File: src/rtl/xr_pkg.sv
package xr_pkg;
  localparam int unsigned XR_W    = 16;
  localparam int unsigned EXT_W   = 2;
  localparam int unsigned ADDR_W  = XR_W + EXT_W;
  localparam int unsigned GO_BIT  = 0;
  localparam int unsigned FN_LO   = 1;
  localparam int unsigned EXT_LO  = 4;
  localparam int unsigned IE_BIT  = 6;

  typedef struct packed {
    logic             ie;
    logic [EXT_W-1:0] ext;
    logic [1:0]       fn;
  } xr_ctrl_t;

  // Next physical address after one word, wrapping at ADDR_W bits.
  function automatic logic [ADDR_W-1:0] xr_addr_step(input logic [ADDR_W-1:0] a,
                                                     input logic [ADDR_W-1:0] inc);
    return a + inc;
  endfunction

  // Control word as seen on readback: unused and strobe bits read zero.
  function automatic logic [XR_W-1:0] xr_ctrl_pack(input xr_ctrl_t c);
    logic [XR_W-1:0] w;
    w = '0;
    w[IE_BIT]                 = c.ie;
    w[EXT_LO +: EXT_W]        = c.ext;
    w[FN_LO +: 2]             = c.fn;
    return w;
  endfunction

  function automatic xr_ctrl_t xr_ctrl_unpack(input logic [XR_W-1:0] w);
    xr_ctrl_t c;
    c.ie  = w[IE_BIT];
    c.ext = w[EXT_LO +: EXT_W];
    c.fn  = w[FN_LO +: 2];
    return c;
  endfunction
endpackage

File: src/rtl/xr_regs.sv
module xr_regs
  import xr_pkg::*;
#(
  parameter int unsigned ADDR_STEP = 2
) (
  input  logic              clk,
  input  logic              rst_n,
  input  logic              ctrl_we,
  input  logic              lo_we,
  input  logic [XR_W-1:0]   wdata,
  input  logic              lock,
  input  logic              step,
  output logic [1:0]        fn,
  output logic              ie,
  output logic [ADDR_W-1:0] addr
);
  localparam logic [ADDR_W-1:0] STEP_V = ADDR_W'(ADDR_STEP);

  xr_ctrl_t wc;
  assign wc = xr_ctrl_unpack(wdata);

  always_ff @(posedge clk) begin
    if (!rst_n) begin
      addr <= '0;
      fn   <= '0;
      ie   <= 1'b0;
    end else if (step) begin
      addr <= xr_addr_step(addr, STEP_V);
    end else if (!lock) begin
      if (ctrl_we) begin
        addr[ADDR_W-1:XR_W] <= wc.ext;
        fn                  <= wc.fn;
        ie                  <= wc.ie;
      end
      if (lo_we) addr[XR_W-1:0] <= wdata;
    end
  end

  // the counter moves by exactly one step per completed word
  assert_addr_step_R5: assert property (@(posedge clk) disable iff (!rst_n)
    step |=> addr == ADDR_W'($past(addr) + ADDR_STEP));

  // while locked and not stepping, address and settings stay put
  assert_locked_hold_R6: assert property (@(posedge clk) disable iff (!rst_n)
    (lock && !step) |=> ($stable(addr) && $stable(fn) && $stable(ie)));
endmodule

File: src/rtl/xr_engine.sv
module xr_engine #(
  parameter int unsigned CNT_W = 16
) (
  input  logic             clk,
  input  logic             rst_n,
  input  logic             start,
  input  logic [CNT_W-1:0] words,
  input  logic             ack,
  input  logic             ie_fin,
  input  logic             irq_clr,
  output logic             busy,
  output logic             done,
  output logic             irq,
  output logic             step,
  output logic             fin
);
  logic [CNT_W-1:0] remaining;
  logic             zero_start;
  logic             last;

  assign zero_start = start && (words == '0);
  assign step       = busy && ack;
  assign last       = step && (remaining == CNT_W'(1));
  assign fin        = last || zero_start;

  always_ff @(posedge clk) begin
    if (!rst_n) begin
      busy      <= 1'b0;
      remaining <= '0;
      done      <= 1'b0;
      irq       <= 1'b0;
    end else begin
      if (start && !zero_start) begin
        busy      <= 1'b1;
        remaining <= words;
      end else if (step) begin
        remaining <= remaining - CNT_W'(1);
        if (last) busy <= 1'b0;
      end
      if (fin)        done <= 1'b1;
      else if (start) done <= 1'b0;
      if (fin && ie_fin) irq <= 1'b1;
      else if (irq_clr)  irq <= 1'b0;
    end
  end

  // completion ends the transfer
  assert_fin_idle_R7: assert property (@(posedge clk) disable iff (!rst_n)
    fin |=> (!busy && done));

  // enabled completion raises the interrupt
  assert_irq_on_fin_R8: assert property (@(posedge clk) disable iff (!rst_n)
    (fin && ie_fin) |=> irq);

  // no interrupt appears without an enabled completion
  assert_irq_needs_fin_R8: assert property (@(posedge clk) disable iff (!rst_n)
    (!irq && !(fin && ie_fin)) |=> !irq);

  // a control write clears a pending interrupt
  assert_irq_clear_R9: assert property (@(posedge clk) disable iff (!rst_n)
    (irq_clr && !fin) |=> !irq);

  // zero-length start completes without going busy
  assert_zero_len_R10: assert property (@(posedge clk) disable iff (!rst_n)
    zero_start |=> (done && !busy));
endmodule

File: src/rtl/dma_setup_regs.sv
module dma_setup_regs
  import xr_pkg::*;
#(
  parameter int unsigned CNT_W     = 16,
  parameter int unsigned ADDR_STEP = 2
) (
  input  logic              clk,
  input  logic              rst_n,
  input  logic              reg_we,
  input  logic              reg_sel,
  input  logic [15:0]       reg_wdata,
  output logic [15:0]       reg_rdata,
  input  logic [CNT_W-1:0]  xfer_words,
  output logic              bus_req,
  input  logic              bus_ack,
  output logic [17:0]       bus_addr,
  output logic [1:0]        bus_func,
  output logic              busy,
  output logic              done,
  output logic              irq
);
  logic              ctrl_we;
  logic              lo_we;
  logic              start;
  logic              step;
  logic              fin;
  logic              ie;
  logic              ie_fin;
  logic [1:0]        fn;
  logic [ADDR_W-1:0] addr;
  xr_ctrl_t          rd_ctrl;

  assign ctrl_we = reg_we && !reg_sel;
  assign lo_we   = reg_we &&  reg_sel;
  assign start   = ctrl_we && !busy && reg_wdata[GO_BIT];
  // a zero-length start finishes on the writing cycle: use the enable being written
  assign ie_fin  = (ctrl_we && !busy) ? reg_wdata[IE_BIT] : ie;

  xr_regs #(.ADDR_STEP(ADDR_STEP)) u_regs (
    .clk    (clk),
    .rst_n  (rst_n),
    .ctrl_we(ctrl_we),
    .lo_we  (lo_we),
    .wdata  (reg_wdata),
    .lock   (busy),
    .step   (step),
    .fn     (fn),
    .ie     (ie),
    .addr   (addr)
  );

  xr_engine #(.CNT_W(CNT_W)) u_engine (
    .clk    (clk),
    .rst_n  (rst_n),
    .start  (start),
    .words  (xfer_words),
    .ack    (bus_ack),
    .ie_fin (ie_fin),
    .irq_clr(ctrl_we),
    .busy   (busy),
    .done   (done),
    .irq    (irq),
    .step   (step),
    .fin    (fin)
  );

  assign rd_ctrl.ie  = ie;
  assign rd_ctrl.ext = addr[ADDR_W-1:XR_W];
  assign rd_ctrl.fn  = fn;

  assign reg_rdata = reg_sel ? addr[XR_W-1:0] : xr_ctrl_pack(rd_ctrl);
  assign bus_req   = busy;
  assign bus_addr  = addr;
  assign bus_func  = fn;

  // the bus address advances by the step after each handshake
  assert_bus_addr_step_R5: assert property (@(posedge clk) disable iff (!rst_n)
    (bus_req && bus_ack) |=> bus_addr == 18'($past(bus_addr) + ADDR_STEP));

  // a start either runs or completes at once
  assert_start_runs_R4: assert property (@(posedge clk) disable iff (!rst_n)
    start |=> (busy || done));

  // the function code holds through a transfer
  assert_func_stable_R12: assert property (@(posedge clk) disable iff (!rst_n)
    (busy && $past(busy)) |-> $stable(bus_func));
endmodule

File: config.mk
export PLATFORM = sky130hd
export DESIGN_NAME = dma_setup_regs
export DESIGN_NICKNAME = d
export VERILOG_FILES = /design/src/rtl/xr_pkg.sv /design/src/rtl/xr_regs.sv /design/src/rtl/xr_engine.sv /design/src/rtl/dma_setup_regs.sv
export SDC_FILE = /design/constraint.sdc
export NUM_CORES = 1
export LEC_CHECK = 0
export CAP_MARGIN = 20
export CORE_MARGIN = 1.5
export CORE_UTILIZATION = 49
export CTS_CLUSTER_DIAMETER = 30
export CTS_CLUSTER_SIZE = 10
export DETAILED_ROUTE_END_ITERATION = 12
export GPL_TIMING_DRIVEN = 1
export PLACE_DENSITY = 0.95
export SYNTH_ARGS = -nofsm -noshare
export SYNTH_HDL_FRONTEND = slang
export SYNTH_SLANG_ARGS = --single-unit
File: constraint.sdc
create_clock -name clk -period 3.95 [get_ports clk]
set_input_delay 0.5925 -clock clk [delete_from_list [all_inputs] [get_ports clk]]
set_output_delay 0.5925 -clock clk [all_outputs]
set_load 0.05 [all_outputs]
; Word-level counts from Yosys, hierarchy flattened
; Index checks and enable logic that the tools add are counted.
[op_classes]
n_addsub = 2
n_mul = 0
n_div = 0
magnitude_cmp = 0
eq_ne = 2
shifts = 0
muxes = 15
bitwise = 2
reduce_logical = 24
[op_table]
columns = operator, count
row1 = 16-bit 2-to-1 mux, 4
row2 = 18-bit 2-to-1 mux, 2
row3 = "18-bit by 2-bit adder with 18-bit output, second input constant", 1
row4 = "16-bit by 1-bit equality test with 1-bit output, second input constant", 1
row5 = 16-bit zero test, 1
row6 = "16-bit by 1-bit subtractor with 16-bit output, second input constant", 1
row7 = 2-bit nonzero test, 6
row8 = 1-bit logical AND, 9
row9 = 1-bit 2-to-1 mux, 8
row10 = 2-bit AND reduction, 3
row11 = 1-bit zero test, 3
row12 = 3-bit AND reduction, 1
row13 = 2-bit 2-to-1 mux, 1
row14 = "2-bit inequality test, second input constant", 1
row15 = 1-bit NOT, 2
row16 = 1-bit logical OR, 1
[totals]
register_bits = 40
latchBits = 0
ram_bits = 0
mem_bits_ro = 0
input_bits = 37
out_inout_bits = 40
n_memories = 0

; Logic depth before layout (Yosys ltp)
[depth]
ltp_word = 9
mapped_depth = 7
ltp_nobuf = 6

; By module
; Synthesis repeated with hierarchy kept, for this count alone.
[unflattened]
cells_unflattened = 290
hier_area_um2 = 2429.8
[modules_own_cells]
columns = module, n_inst, cells_each, area_per_inst_um2
row1 = xr_regs, 1, 143, 1178.6
row2 = xr_engine, 1, 123, 1053.5
row3 = dma_setup_regs, 1, 24, 197.7

; Least setup slack after synthesis
; No wires, ideal clock.
[synth_timing]
path_type = register to register
start = reg u_engine.busy
end = reg u_engine.remaining[15]
setup_time_ns = 0.132
arrival_ns = 2.003
required_time_ns = 3.818
slack_ns = 1.815
path_stages_with_launch = 6
synth_period_minus_slack_ns = 2.135
cell_sequence = dfxtp_1 or4bb_1 clkbuf_1 or3_1 o311ai_1 a21oi_1
[synth_via]
elab_chain_len = 7
elab_cells_between_ends = 9
cone_classes = 1 x mux / 8 x reduce/logical
[synth_lines]
columns = element, line
row1 = "start, declared", xr_engine.sv:11  ; output logic busy,
row2 = "start signal, assigned", xr_engine.sv:28  ; busy <= 1'b0;
row3 = "start signal, assigned", xr_engine.sv:34  ; busy <= 1'b1;
row4 = "start signal, assigned", xr_engine.sv:38  ; if (last) busy <= 1'b0;
row5 = 1-bit zero test, -
row6 = 1-bit logical AND (2 in a row), dma_setup_regs.sv:35  ; assign start = ctrl_we && !busy && reg_wdata[GO_BIT];
row7 = 1-bit logical AND, xr_engine.sv:21  ; assign zero_start = start && (words == '0);
row8 = 1-bit zero test, xr_engine.sv:33  ; if (start && !zero_start) begin
row9 = 1-bit logical AND, xr_engine.sv:33
row10 = 16-bit 2-to-1 mux / 2-bit nonzero test (equally long branches), -
row11 = "end signal, assigned", xr_engine.sv:35  ; remaining <= words;
row12 = "end signal, assigned", xr_engine.sv:37  ; remaining <= remaining - CNT_W'(1);
row13 = "end, declared", xr_engine.sv:17  ; logic [CNT_W-1:0] remaining;
; Several ways; a longest one is shown, not always the timed one.
; A chain may end at the register's enable or synchronous reset.

; Worst setup path after layout
[layout_timing]
start = in reg_sel
end = out reg_rdata[4]
[layout_via]
elab_chain_len = 1
[layout_lines]
columns = element, line
row1 = "start, declared", dma_setup_regs.sv:10  ; input logic reg_sel,
row2 = 16-bit 2-to-1 mux, dma_setup_regs.sv:71  ; assign reg_rdata = reg_sel ? addr[XR_W-1:0] : xr_ctrl_pack(rd_ctrl);
row3 = "end, declared", dma_setup_regs.sv:12  ; output logic [15:0] reg_rdata,
; Every way passes these cells.

==> metrics <==
status finished with violations; failing checks design-rule violations; synthesized cell area 2307 sq um; library cells used by synthesis 51; Layout Nets 383; final wirelength 6.831 mm; number of max-cap violations 0; Fin. Hold Viols 0; setup tns final 0 ns; post-synthesis async set-or-reset flop share 0%; register area share after synthesis 34.71%; Root Driver clkbuf_8; post-route cell area 3167 sq um; count of non-filler cells in the finished layout 396; worst clock skew 0.007647 ns; met2 Use GR 44.86%; clock buffer depth 2; Hold Crit Class reg -> reg; Sink Count 40; dominant synthesized flop cell dfxtp_1; worst path arrival time 2.60 ns; Resized cells post-CTS 0; worst slew pin tran 1.018 ns; Worst Setup End Kind output pin; cell count after synthesis 281; first-pass GRT wire length 11.01 mm; core area 4444 sq um; Worst EP required 3.36 ns; share of layout cells above drive strength 1 5.814%; met3 usage 6.610%; DRC viols 8; CP Class in -> out; FILL cells 347; vias in the first global route 2361; Leak 1.100 nW; commonest cells after routing, fill and taps aside 76 x clkdlybuf4s50_1, 40 x dfxtp_1, 23 x a21oi_1, 23 x nand2_1, 16 x and2_1; Clock H-tree levels 2; placed cell areas 3059 sq um; total global-route track usage 26.59%; FMAX 0.3132 GHz; crit path launch reg_sel; Synth Net Count 321; flops & latches, synth 40; die width 71.62 um; count of final max-slew check failures 0; clock-pin slew on the worst setup and hold paths 0.07 ns; Die ar. 5129 sq um; RSZ-0062 raised after global routing false; R2R setup slack 1.65 ns; Num CTS Buffers 5; Crit Path Max Fanout 20; number of iterations in the first detailed-routing pass 9; WL/cell 17.25 um; r2r endpoint u_engine.remaining[14]; clock latency on the worst-skew pair 0.30 ns; via/cell ratio 6.533; num rows 24; Hold Path Origin u_engine.irq; post-route ant nets 0; hold path depth 2; max_slew headroom 32.07%; Hold Crit Endpoint u_engine.irq; most used routing layer met2; chip height 71.62 um; Post-CTS Hold Fix Bufs 0; dpl cells 388; setup bufs post-CTS 0; most common library cell in the layout ignoring fill and taps clkdlybuf4s50_1; largest net degree at the start of global routing 32; routing usage on met1 32.69%; Post-synth EDFFs 0; IO buf count 76; fin util 71.26%; Mean Syn Cell Area 8.211 sq um; # diodes 0; GPL Wtd Cong 0.8984; r2r startpoint u_engine.remaining[2]; crit start category input pin; post-DP HPWL 4.806 mm; CTS tree done; synth warn 0; fin crit share 80.82%; Worst Reg-to-Reg Cells 4; via count 2587; initial antenna violation count 0; Final setup viols 0; IO Count 77; drt initial violations 198; Area Growth Syn to Fin 37.26%; FF+latch area 800.8 sq um; P per Cell Area 333.8 nW/um^2; Max VDD drop 277.1 uV; Initial Util 51.91%; Multi-input gate area 1395 sq um; min Tclk post-route 3.192 ns; gr ovfl total 0
-- cell type report --
| cell class | instances | area share (%) |
|---|---|---|
| timing repair buffer | 78 | 24.50 |
| clock buffer | 6 | 2.292 |
| tap | 52 | 2.055 |
| sequential | 40 | 25.29 |
| clock inverter | 2 | 1.106 |
| inverter | 6 | 0.7112 |
| multi-input combinational | 212 | 44.05 |
-- registers in the layout (all words and copies together) (netlist names) --
register,flops
u_engine.busy,1
u_regs.fn,2
u_engine.done,1
u_engine.remaining,16
u_regs.addr,18
u_engine.irq,1
u_regs.ie,1
-- Yosys cell counts, drive strengths merged (7+ instances only) --
cell / instances / area [sq um]
or4: 7 / 52.55
a31oi: 9 / 56.30
nor2: 14 / 52.55
or3: 11 / 68.82
nand3: 10 / 50.05
nand2: 23 / 86.33
a21oi: 23 / 115.1
clkbuf: 17 / 63.81
and2: 16 / 100.1
dfxtp: 40 / 800.8
o211ai: 8 / 60.06
-- power by group --
part | leakage (nW) | total [mW] | switching, mW | internal (mW)
sequential | 0.327 | 0.457 | 0.0308 | 0.426
clock | 0.0552 | 0.336 | 0.148 | 0.188
combinational | 0.718 | 0.265 | 0.154 | 0.110
-- metrics by stage --
step           hold WS, ns  total power, mW  setup slack [ns]
2_1_floorplan       0.4478           0.6254             1.815
3_3_place_gp        0.4560           0.7180            0.7868
3_5_place_dp        0.4658           0.7250            0.7471
4_1_cts             0.4764            1.052            0.7425
5_1_grt             0.5094            1.097            0.6537
6_report            0.4739            1.057            0.7576
-- worst max path at each step --
stage,endpoint
finish,reg_rdata[4]
global route,reg_rdata[6]
CTS,reg_rdata[4]
detailed placement,reg_rdata[4]
global placement,reg_rdata[1]
floorplan,u_engine.remaining[15]
-- routing by layer --
metal	share of wire (%)	routed length [um]
met5	0	0
met4	3.0	206
met3	8.0	545
met2	49	3342
met1	40	2737
-- critical path, stage by stage --
cell and delay (ns):
clkdlybuf4s50_1 0.89, mux2_2 0.41, clkdlybuf4s50_1 0.71
-- logic make-up after synthesis --
logic type	count (synthesis)	share of synthesized area, %
compound gates	89	27.12
fa+ha+maj	3	1.627
buf+inv	29	5.423
flops	40	34.71
mux	9	4.230
simple gates	111	26.90
Note: power is estimated with default switching activity, not from simulation.
